==> src/rtl/agu_pkg.sv <==
package agu_pkg;

    localparam int unsigned BYTE_W = 8;
    localparam int unsigned ADDR_W = 16;
    localparam int unsigned CLS_W  = 4;
    localparam int unsigned CYC_W  = 5;
    localparam int unsigned ADV_W  = 3;

    localparam logic [BYTE_W-1:0] PFX_FIRST  = 8'hDD;
    localparam logic [BYTE_W-1:0] PFX_SECOND = 8'hFD;

    typedef enum logic [2:0] {
        ST_IDLE,
        ST_OPCODE,
        ST_DISP,
        ST_IMM8,
        ST_WLO,
        ST_WHI
    } seq_state_t;

    typedef enum logic [CLS_W-1:0] {
        CLS_NONE   = 4'd0,
        CLS_LOAD   = 4'd1,
        CLS_STORE  = 4'd2,
        CLS_STIMM  = 4'd3,
        CLS_LDWORD = 4'd4,
        CLS_PUSH   = 4'd5,
        CLS_POP    = 4'd6,
        CLS_ORMEM  = 4'd7,
        CLS_UNSUP  = 4'd8
    } op_cls_t;

    typedef struct packed {
        op_cls_t          cls;
        logic [CYC_W-1:0] cyc;
        logic [ADV_W-1:0] adv;
        logic [2:0]       rcode;
        logic             need_disp;
        logic             need_imm8;
        logic             need_word;
    } op_info_t;

endpackage

==> src/rtl/agu_opdec.sv <==
module agu_opdec
    import agu_pkg::*;
(
    input  logic [BYTE_W-1:0] opc,
    output op_info_t          info
);

    logic is_load;
    logic is_store;

    // register loads: 01 rrr 110, target field must not be the memory code
    assign is_load  = (opc[7:6] == 2'b01) && (opc[2:0] == 3'b110) && (opc[5:3] != 3'b110);
    // register stores: 01110 sss, source field must not be the memory code
    assign is_store = (opc[7:3] == 5'b01110) && (opc[2:0] != 3'b110);

    always_comb begin
        info           = '0;
        info.cls       = CLS_UNSUP;
        info.cyc       = CYC_W'(8);
        info.adv       = ADV_W'(2);
        if (is_load) begin
            info.cls       = CLS_LOAD;
            info.cyc       = CYC_W'(19);
            info.adv       = ADV_W'(3);
            info.rcode     = opc[5:3];
            info.need_disp = 1'b1;
        end else if (is_store) begin
            info.cls       = CLS_STORE;
            info.cyc       = CYC_W'(19);
            info.adv       = ADV_W'(3);
            info.rcode     = opc[2:0];
            info.need_disp = 1'b1;
        end else begin
            unique case (opc)
                8'h36: begin
                    info.cls       = CLS_STIMM;
                    info.cyc       = CYC_W'(19);
                    info.adv       = ADV_W'(4);
                    info.need_disp = 1'b1;
                    info.need_imm8 = 1'b1;
                end
                8'h21: begin
                    info.cls       = CLS_LDWORD;
                    info.cyc       = CYC_W'(14);
                    info.adv       = ADV_W'(4);
                    info.need_word = 1'b1;
                end
                8'hE5: begin
                    info.cls = CLS_PUSH;
                    info.cyc = CYC_W'(15);
                    info.adv = ADV_W'(2);
                end
                8'hE1: begin
                    info.cls = CLS_POP;
                    info.cyc = CYC_W'(14);
                    info.adv = ADV_W'(2);
                end
                8'hB6: begin
                    info.cls       = CLS_ORMEM;
                    info.cyc       = CYC_W'(19);
                    info.adv       = ADV_W'(3);
                    info.need_disp = 1'b1;
                end
                default: begin
                    info.cls = CLS_UNSUP;
                end
            endcase
        end
    end

endmodule

==> src/rtl/agu_ea.sv <==
module agu_ea #(
    parameter int unsigned AW = 16,
    parameter int unsigned DW = 8
) (
    input  logic [AW-1:0] idx_a,
    input  logic [AW-1:0] idx_b,
    input  logic          pick_b,
    input  logic [DW-1:0] disp,
    output logic [AW-1:0] addr
);

    localparam int unsigned EXT_W = AW - DW;

    logic [AW-1:0] base;
    logic [AW-1:0] offs;

    assign base = pick_b ? idx_b : idx_a;

    generate
        if (EXT_W > 0) begin : g_ext
            assign offs = {{EXT_W{disp[DW-1]}}, disp};
        end else begin : g_noext
            assign offs = disp[AW-1:0];
        end
    endgenerate

    // full-width sum, carry out discarded: wraps modulo 2**AW
    assign addr = base + offs;

endmodule

==> src/rtl/agu_seq.sv <==
module agu_seq
    import agu_pkg::*;
(
    input  logic               clk,
    input  logic               rst_n,
    input  logic               byte_vld,
    input  logic [BYTE_W-1:0]  byte_in,
    input  op_info_t           info,
    input  logic [ADDR_W-1:0]  ea_in,
    output logic [BYTE_W-1:0]  opc_view,
    output logic [BYTE_W-1:0]  disp_view,
    output logic               sel_view,
    output logic               done,
    output logic               sel_iy,
    output logic [CLS_W-1:0]   cls,
    output logic [2:0]         reg_code,
    output logic [ADDR_W-1:0]  ea,
    output logic [ADDR_W-1:0]  imm_word,
    output logic [CYC_W-1:0]   cycles,
    output logic [ADV_W-1:0]   pc_adv
);

    seq_state_t         st_q, st_d;
    logic               sel_q;
    logic [BYTE_W-1:0]  opc_q;
    logic [BYTE_W-1:0]  disp_q;
    logic [BYTE_W-1:0]  lo_q;
    logic               is_pfx;
    logic               fin;

    assign is_pfx    = (byte_in == PFX_FIRST) || (byte_in == PFX_SECOND);
    assign opc_view  = (st_q == ST_OPCODE) ? byte_in : opc_q;
    assign disp_view = (st_q == ST_DISP) ? byte_in : disp_q;
    assign sel_view  = sel_q;

    // next-state selection
    always_comb begin
        st_d = st_q;
        fin  = 1'b0;
        if (byte_vld) begin
            unique case (st_q)
                ST_IDLE: begin
                    if (is_pfx) st_d = ST_OPCODE;             // arm
                end
                ST_OPCODE: begin
                    if (is_pfx) begin
                        st_d = ST_OPCODE;                     // rearm
                    end else if (info.need_disp) begin
                        st_d = ST_DISP;                       // to-disp
                    end else if (info.need_word) begin
                        st_d = ST_WLO;                        // to-word
                    end else begin
                        st_d = ST_IDLE;                       // finish-short
                        fin  = 1'b1;
                    end
                end
                ST_DISP: begin
                    if (info.need_imm8) begin
                        st_d = ST_IMM8;                       // to-imm
                    end else begin
                        st_d = ST_IDLE;                       // finish-disp
                        fin  = 1'b1;
                    end
                end
                ST_IMM8: begin
                    st_d = ST_IDLE;                           // finish-imm
                    fin  = 1'b1;
                end
                ST_WLO: begin
                    st_d = ST_WHI;                            // word-lo
                end
                ST_WHI: begin
                    st_d = ST_IDLE;                           // finish-word
                    fin  = 1'b1;
                end
                default: st_d = ST_IDLE;
            endcase
        end
    end

    // state register
    always_ff @(posedge clk) begin
        if (!rst_n) st_q <= ST_IDLE;
        else        st_q <= st_d;
    end

    // operand latches and result outputs
    always_ff @(posedge clk) begin
        if (!rst_n) begin
            sel_q    <= 1'b0;
            opc_q    <= '0;
            disp_q   <= '0;
            lo_q     <= '0;
            done     <= 1'b0;
            sel_iy   <= 1'b0;
            cls      <= '0;
            reg_code <= '0;
            ea       <= '0;
            imm_word <= '0;
            cycles   <= '0;
            pc_adv   <= '0;
        end else begin
            done <= fin;
            if (byte_vld) begin
                if ((st_q == ST_IDLE || st_q == ST_OPCODE) && is_pfx)
                    sel_q <= (byte_in == PFX_SECOND);
                if (st_q == ST_OPCODE && !is_pfx) opc_q <= byte_in;
                if (st_q == ST_DISP)              disp_q <= byte_in;
                if (st_q == ST_WLO)               lo_q <= byte_in;
            end
            if (fin) begin
                sel_iy   <= sel_q;
                cls      <= info.cls;
                reg_code <= info.rcode;
                cycles   <= info.cyc;
                pc_adv   <= info.adv;
                ea       <= info.need_disp ? ea_in : '0;
                if (st_q == ST_IMM8)     imm_word <= {{(ADDR_W-BYTE_W){1'b0}}, byte_in};
                else if (st_q == ST_WHI) imm_word <= {byte_in, lo_q};
                else                     imm_word <= '0;
            end
        end
    end


    done_pulse_chk: assert property (@(posedge clk) disable iff (!rst_n)
        done |=> !done);


    stall_hold_chk: assert property (@(posedge clk) disable iff (!rst_n)
        !byte_vld |=> $stable(st_q));


    idle_filter_chk: assert property (@(posedge clk) disable iff (!rst_n)
        (st_q == ST_IDLE && byte_vld && byte_in != PFX_FIRST && byte_in != PFX_SECOND)
        |=> (st_q == ST_IDLE && !done));


    rearm_chk: assert property (@(posedge clk) disable iff (!rst_n)
        (st_q == ST_OPCODE && byte_vld && byte_in == PFX_SECOND)
        |=> (st_q == ST_OPCODE && sel_q));


    done_idle_chk: assert property (@(posedge clk) disable iff (!rst_n)
        done |-> (st_q == ST_IDLE || st_q == ST_OPCODE));

endmodule

==> src/rtl/idx_prefix_agu.sv <==
module idx_prefix_agu
    import agu_pkg::*;
(
    input  logic        clk,
    input  logic        rst_n,
    input  logic        byte_vld,
    input  logic [7:0]  byte_in,
    input  logic [15:0] ix_val,
    input  logic [15:0] iy_val,
    output logic        done,
    output logic        sel_iy,
    output logic [3:0]  cls,
    output logic [2:0]  reg_code,
    output logic [15:0] ea,
    output logic [15:0] imm_word,
    output logic [4:0]  cycles,
    output logic [2:0]  pc_adv
);

    op_info_t            info;
    logic [BYTE_W-1:0]   opc_view;
    logic [BYTE_W-1:0]   disp_view;
    logic                sel_view;
    logic [ADDR_W-1:0]   ea_calc;

    agu_opdec u_dec (
        .opc  (opc_view),
        .info (info)
    );

    agu_ea #(.AW(ADDR_W), .DW(BYTE_W)) u_ea (
        .idx_a  (ix_val),
        .idx_b  (iy_val),
        .pick_b (sel_view),
        .disp   (disp_view),
        .addr   (ea_calc)
    );

    agu_seq u_seq (
        .clk       (clk),
        .rst_n     (rst_n),
        .byte_vld  (byte_vld),
        .byte_in   (byte_in),
        .info      (info),
        .ea_in     (ea_calc),
        .opc_view  (opc_view),
        .disp_view (disp_view),
        .sel_view  (sel_view),
        .done      (done),
        .sel_iy    (sel_iy),
        .cls       (cls),
        .reg_code  (reg_code),
        .ea        (ea),
        .imm_word  (imm_word),
        .cycles    (cycles),
        .pc_adv    (pc_adv)
    );


    cycle_set_chk: assert property (@(posedge clk) disable iff (!rst_n)
        done |-> (cycles == 5'd8 || cycles == 5'd14 || cycles == 5'd15 || cycles == 5'd19));


    unsup_shape_chk: assert property (@(posedge clk) disable iff (!rst_n)
        (done && cls == 4'd8) |-> (pc_adv == 3'd2 && ea == 16'h0 && imm_word == 16'h0));


    hold_chk: assert property (@(posedge clk) disable iff (!rst_n)
        !done |=> ($stable(ea) && $stable(cls)) || done);

endmodule

==> config.mk <==
export PLATFORM = sky130hd
export DESIGN_NAME = idx_prefix_agu
export DESIGN_NICKNAME = d
export VERILOG_FILES = /design/src/rtl/agu_pkg.sv /design/src/rtl/agu_opdec.sv /design/src/rtl/agu_ea.sv /design/src/rtl/agu_seq.sv /design/src/rtl/idx_prefix_agu.sv
export SDC_FILE = /design/constraint.sdc
export NUM_CORES = 1
export LEC_CHECK = 0
export BUFFER_PORTS_ARGS = -buffer_cell sky130_fd_sc_hd__buf_2
export CORE_UTILIZATION = 25
export DETAILED_ROUTE_END_ITERATION = 16
export GPL_ROUTABILITY_DRIVEN = 1
export GPL_TIMING_DRIVEN = 0
export PLACE_DENSITY = 0.45
export SLEW_MARGIN = 20
export SYNTH_ARGS = -nofsm -noshare
export SYNTH_HDL_FRONTEND = slang
export SYNTH_SLANG_ARGS = --single-unit
==> constraint.sdc <==
create_clock -name clk -period 4.1 [get_ports clk]
set_clock_uncertainty 0.2 [all_clocks]
set_input_delay 0.41 -clock clk [delete_from_list [all_inputs] [get_ports clk]]
set_output_delay 0.41 -clock clk [all_outputs]
set_load 0.03 [all_outputs]
==> impl_metrics.toml <==
[clock_network]
cts_root_buffer = "clkbuf_16"
path_clk_slew_ps = 60
numCtsBuffers = 9
cts_tree = "done"
clock_path_buffers = 2
cts_sinks = 77
htree_levels = 3
cts-hold-fix-buffers = 0
clk_latency_ps = 340

[route]
ant_nets = 0
first_pass_iters = 4
drc = 0
drtIter0Drc = 220
wl_per_cell_microns = 16.3
via_per_inst = 4.83
vias = 3791
wl_mm = 12.8

[setup_path]
cpPeakStageDelay_ps = 460
rrSetupSlack_ps = 340
crit_required_ps = 4140
startpoint_type = "flip-flop"
slowest_stage = "a2111oi_1"
critPathCaptureType = "flip-flop"
crit_type = "flip-flop to flip-flop"
worstPathArrival_ps = 3790
cp_max_fo = 12
path_cells = "nor2b_1, clkbuf_2, nand2b_2, mux2_2, ha_1, a2111oi_1, o21ai_0, a21oi_2, o31ai_1, a31oi_1, xnor2_1, a22o_1"

[timing]
worstMarginPinSlew_ps = 712
min_period_ps = 3760
setup_slack_ps = 344
worst_slew_margin_rel = 0.525
max_freq_mhz = 266
final-max-slew-violation-count = 0
fin_crit_sh = 0.916
rsz0062_at_grt = "false"
setup_viol = 0
hold_violations = 0

[die]
die_area_sq_um = 17900
start_util = 0.259
dieWidth_microns = 134
num_io_pins = 92
die_h_microns = 134
rows = 47
core_sq_um = 16800

[synthesis]
synth_nets = 527
synth_top_cell_area_share = 0.354
syn_area_sq_um = 4350
synth_edf_count = 0
synth_flop_cell = "dfxtp_1"
seq_area_frac_synth = 0.354
ys_seq_elements = 77
yosysWarnings = 0
syn_inst = 468
synth.area.top_cells = "dfxtp_1 (35%), mux2i_1 (7.8%), mux2_2 (6.2%), a22o_1 (4.8%), ha_1 (4.3%)"
synth_cell_types = 58
async_reset_ff_frac = 0
synth_top_area_cell = "dfxtp_1"
avgSynthCellArea_sq_um = 9.30

[global_route]
grt_pass1_vias = 3843
track_usage = 0.148
grt-busiest-layer = "met2"
use_met1 = 0.190
antenna_found_initial = 0
grt_max_degree = 15
grt_pass1_wl_mm = 20.3
grt-ovfl-total = 0
grtUsageMet2 = 0.241
grtUsageMet3 = 0.0495

[finish]
syn_to_final_growth_pct = 23.6
utilization = 0.320
drive_gt1_frac = 0.269
post-route-cell-area_sq_um = 5380
antennaDiodeCount = 0
nets = 619
finalNonFillerCells = 785

[power_and_ir_drop]
leakage_nw = 2.36
p_per_area_nw_per_um2 = 329
irDropWorstVdd_mv = 0.196

[flow_run]
cap_violations = 0

[placed_design]
dpl.hpwl_mm = 9.27
dp.cells = 771
placed_area_sq_um = 5040
port_buffers = 83
place.gp.congestion = 0.844
dp_slack_ps = -361

[status]
status = "finished clean"

[min_path]
hp-class = "input port to flip-flop"
## logic make-up after synthesis
group / count (synthesis) / synth area share
multiplexers: 58 / 0.140
buffers and inverters: 43 / 0.0500
AO/OA/AOI/OAI: 104 / 0.188
adder cells (fa/ha/maj): 16 / 0.0477
AND/OR/NAND/NOR: 155 / 0.190
flip-flops: 77 / 0.354
XOR/XNOR: 15 / 0.0302
## synthesized netlist by cell type (4+ instances only)
master / count
clkbuf_1: 21
buf_1: 4
o211a_1: 9
dfxtp_1: 77
inv_1: 5
mux2i_1: 34
a21boi_0: 16
o21ai_0: 12
buf_6: 4
xnor2_1: 10
a22o_1: 24
buf_2: 6
nor2_1: 16
nand2b_1: 6
mux2_2: 24
nand2_1: 39
nor2b_1: 27
xor2_1: 5
and2_1: 4
a21oi_1: 12
nand4_1: 4
ha_1: 15
nand3b_1: 6
nand3_1: 33
## worst paths after layout
kind	startpoint	endpoint	depth (start not counted)
worst max-delay path	u_seq.st_q[1]	u_seq.ea[14]	12
worst max register to register	u_seq.st_q[1]	u_seq.ea[14]	12
worst min register to register	u_seq.imm_word[13]	u_seq.imm_word[13]	2
worst min-delay path	byte_in[7]	u_seq.imm_word[15]	3
## per-layer routing
| layer | part of all wire | wire (microns) |
|---|---|---|
| met4 | 0.0085 | 109 |
| met3 | 0.064 | 813 |
| met5 | 0 | 0 |
| met2 | 0.45 | 5800 |
| met1 | 0.47 | 6050 |
## placed cells by master, fill, tap and decap left out, types with 3 or more instances in the layout
master / n
o211a_1: 9
clkbuf_1: 18
a22o_1: 24
nor3_1: 3
nor2_1: 16
o211ai_1: 3
a21boi_0: 16
o21ai_0: 12
dfxtp_1: 76
a21oi_1: 10
ha_1: 15
o22ai_1: 3
a21o_1: 3
xnor2_1: 10
and2_1: 4
o32ai_1: 3
nand3_1: 33
nand4b_1: 3
mux2_2: 24
buf_1: 3
nand3b_1: 6
o21a_1: 3
clkbuf_16: 9
o31ai_1: 3
nand2_1: 39
inv_1: 5
xor2_1: 5
nor2b_1: 27
nand2b_1: 5
buf_2: 89
a21oi_2: 3
mux2i_1: 33
nand4_1: 4
buf_6: 4
## timing repair
action                                  CTS  global route
endpoints found under the setup margin    7             6
cloned                                    0             0
gates resized for setup                   3             5
pin swaps                                 0             0
buffers inserted                          0             0
## final cells by class
cell class | instances | area, sq um
inverter | 5 | 18.8
fill | 1831 | 11400
tap | 220 | 275
multi-input combinational | 348 | 2610
buffer | 36 | 194
clock inverter | 7 | 98.8
sequential | 77 | 1540
clock buffer | 9 | 225
timing repair buffer | 83 | 415
## stage by stage
stage / TNS [ps] / power, mW / hold WS (ps)
floorplan: 0 / 0.860 / 254
global placement: -1430 / 0.907 / 237
detailed placement: -1490 / 0.909 / 244
CTS: 0 / 1.79 / 229
global route: 0 / 1.84 / 252
finish: 0 / 1.77 / 237
## report_power, final
part           switching [mW]  total [mW]  leakage [nW]  internal [mW]
Combinational          0.0812       0.143          1.58         0.0621
Clock                   0.339       0.875         0.156          0.536
Sequential           0.000624       0.749         0.621          0.749
Total                   0.420        1.77          2.36           1.35
## registers in the layout (all words and copies together), names as in the netlist, 4 cells and up
name and cells:
u_seq.ea 16, u_seq.imm_word 16, u_seq.cycles 5, u_seq.disp_q 8, u_seq.opc_q 8, u_seq.cls 4, u_seq.lo_q 8
## critical path: cells and delay by family (launching register included)
kind / cells / cell delay, ps
AO/OA/AOI/OAI: 6 / 1500
buffers and inverters: 1 / 270
XOR/XNOR: 1 / 100
multiplexers: 1 / 350
flip-flops: 1 / 430
AND/OR/NAND/NOR: 2 / 430
adder cells (fa/ha/maj): 1 / 360
Power figures use the tool's default switching activity.
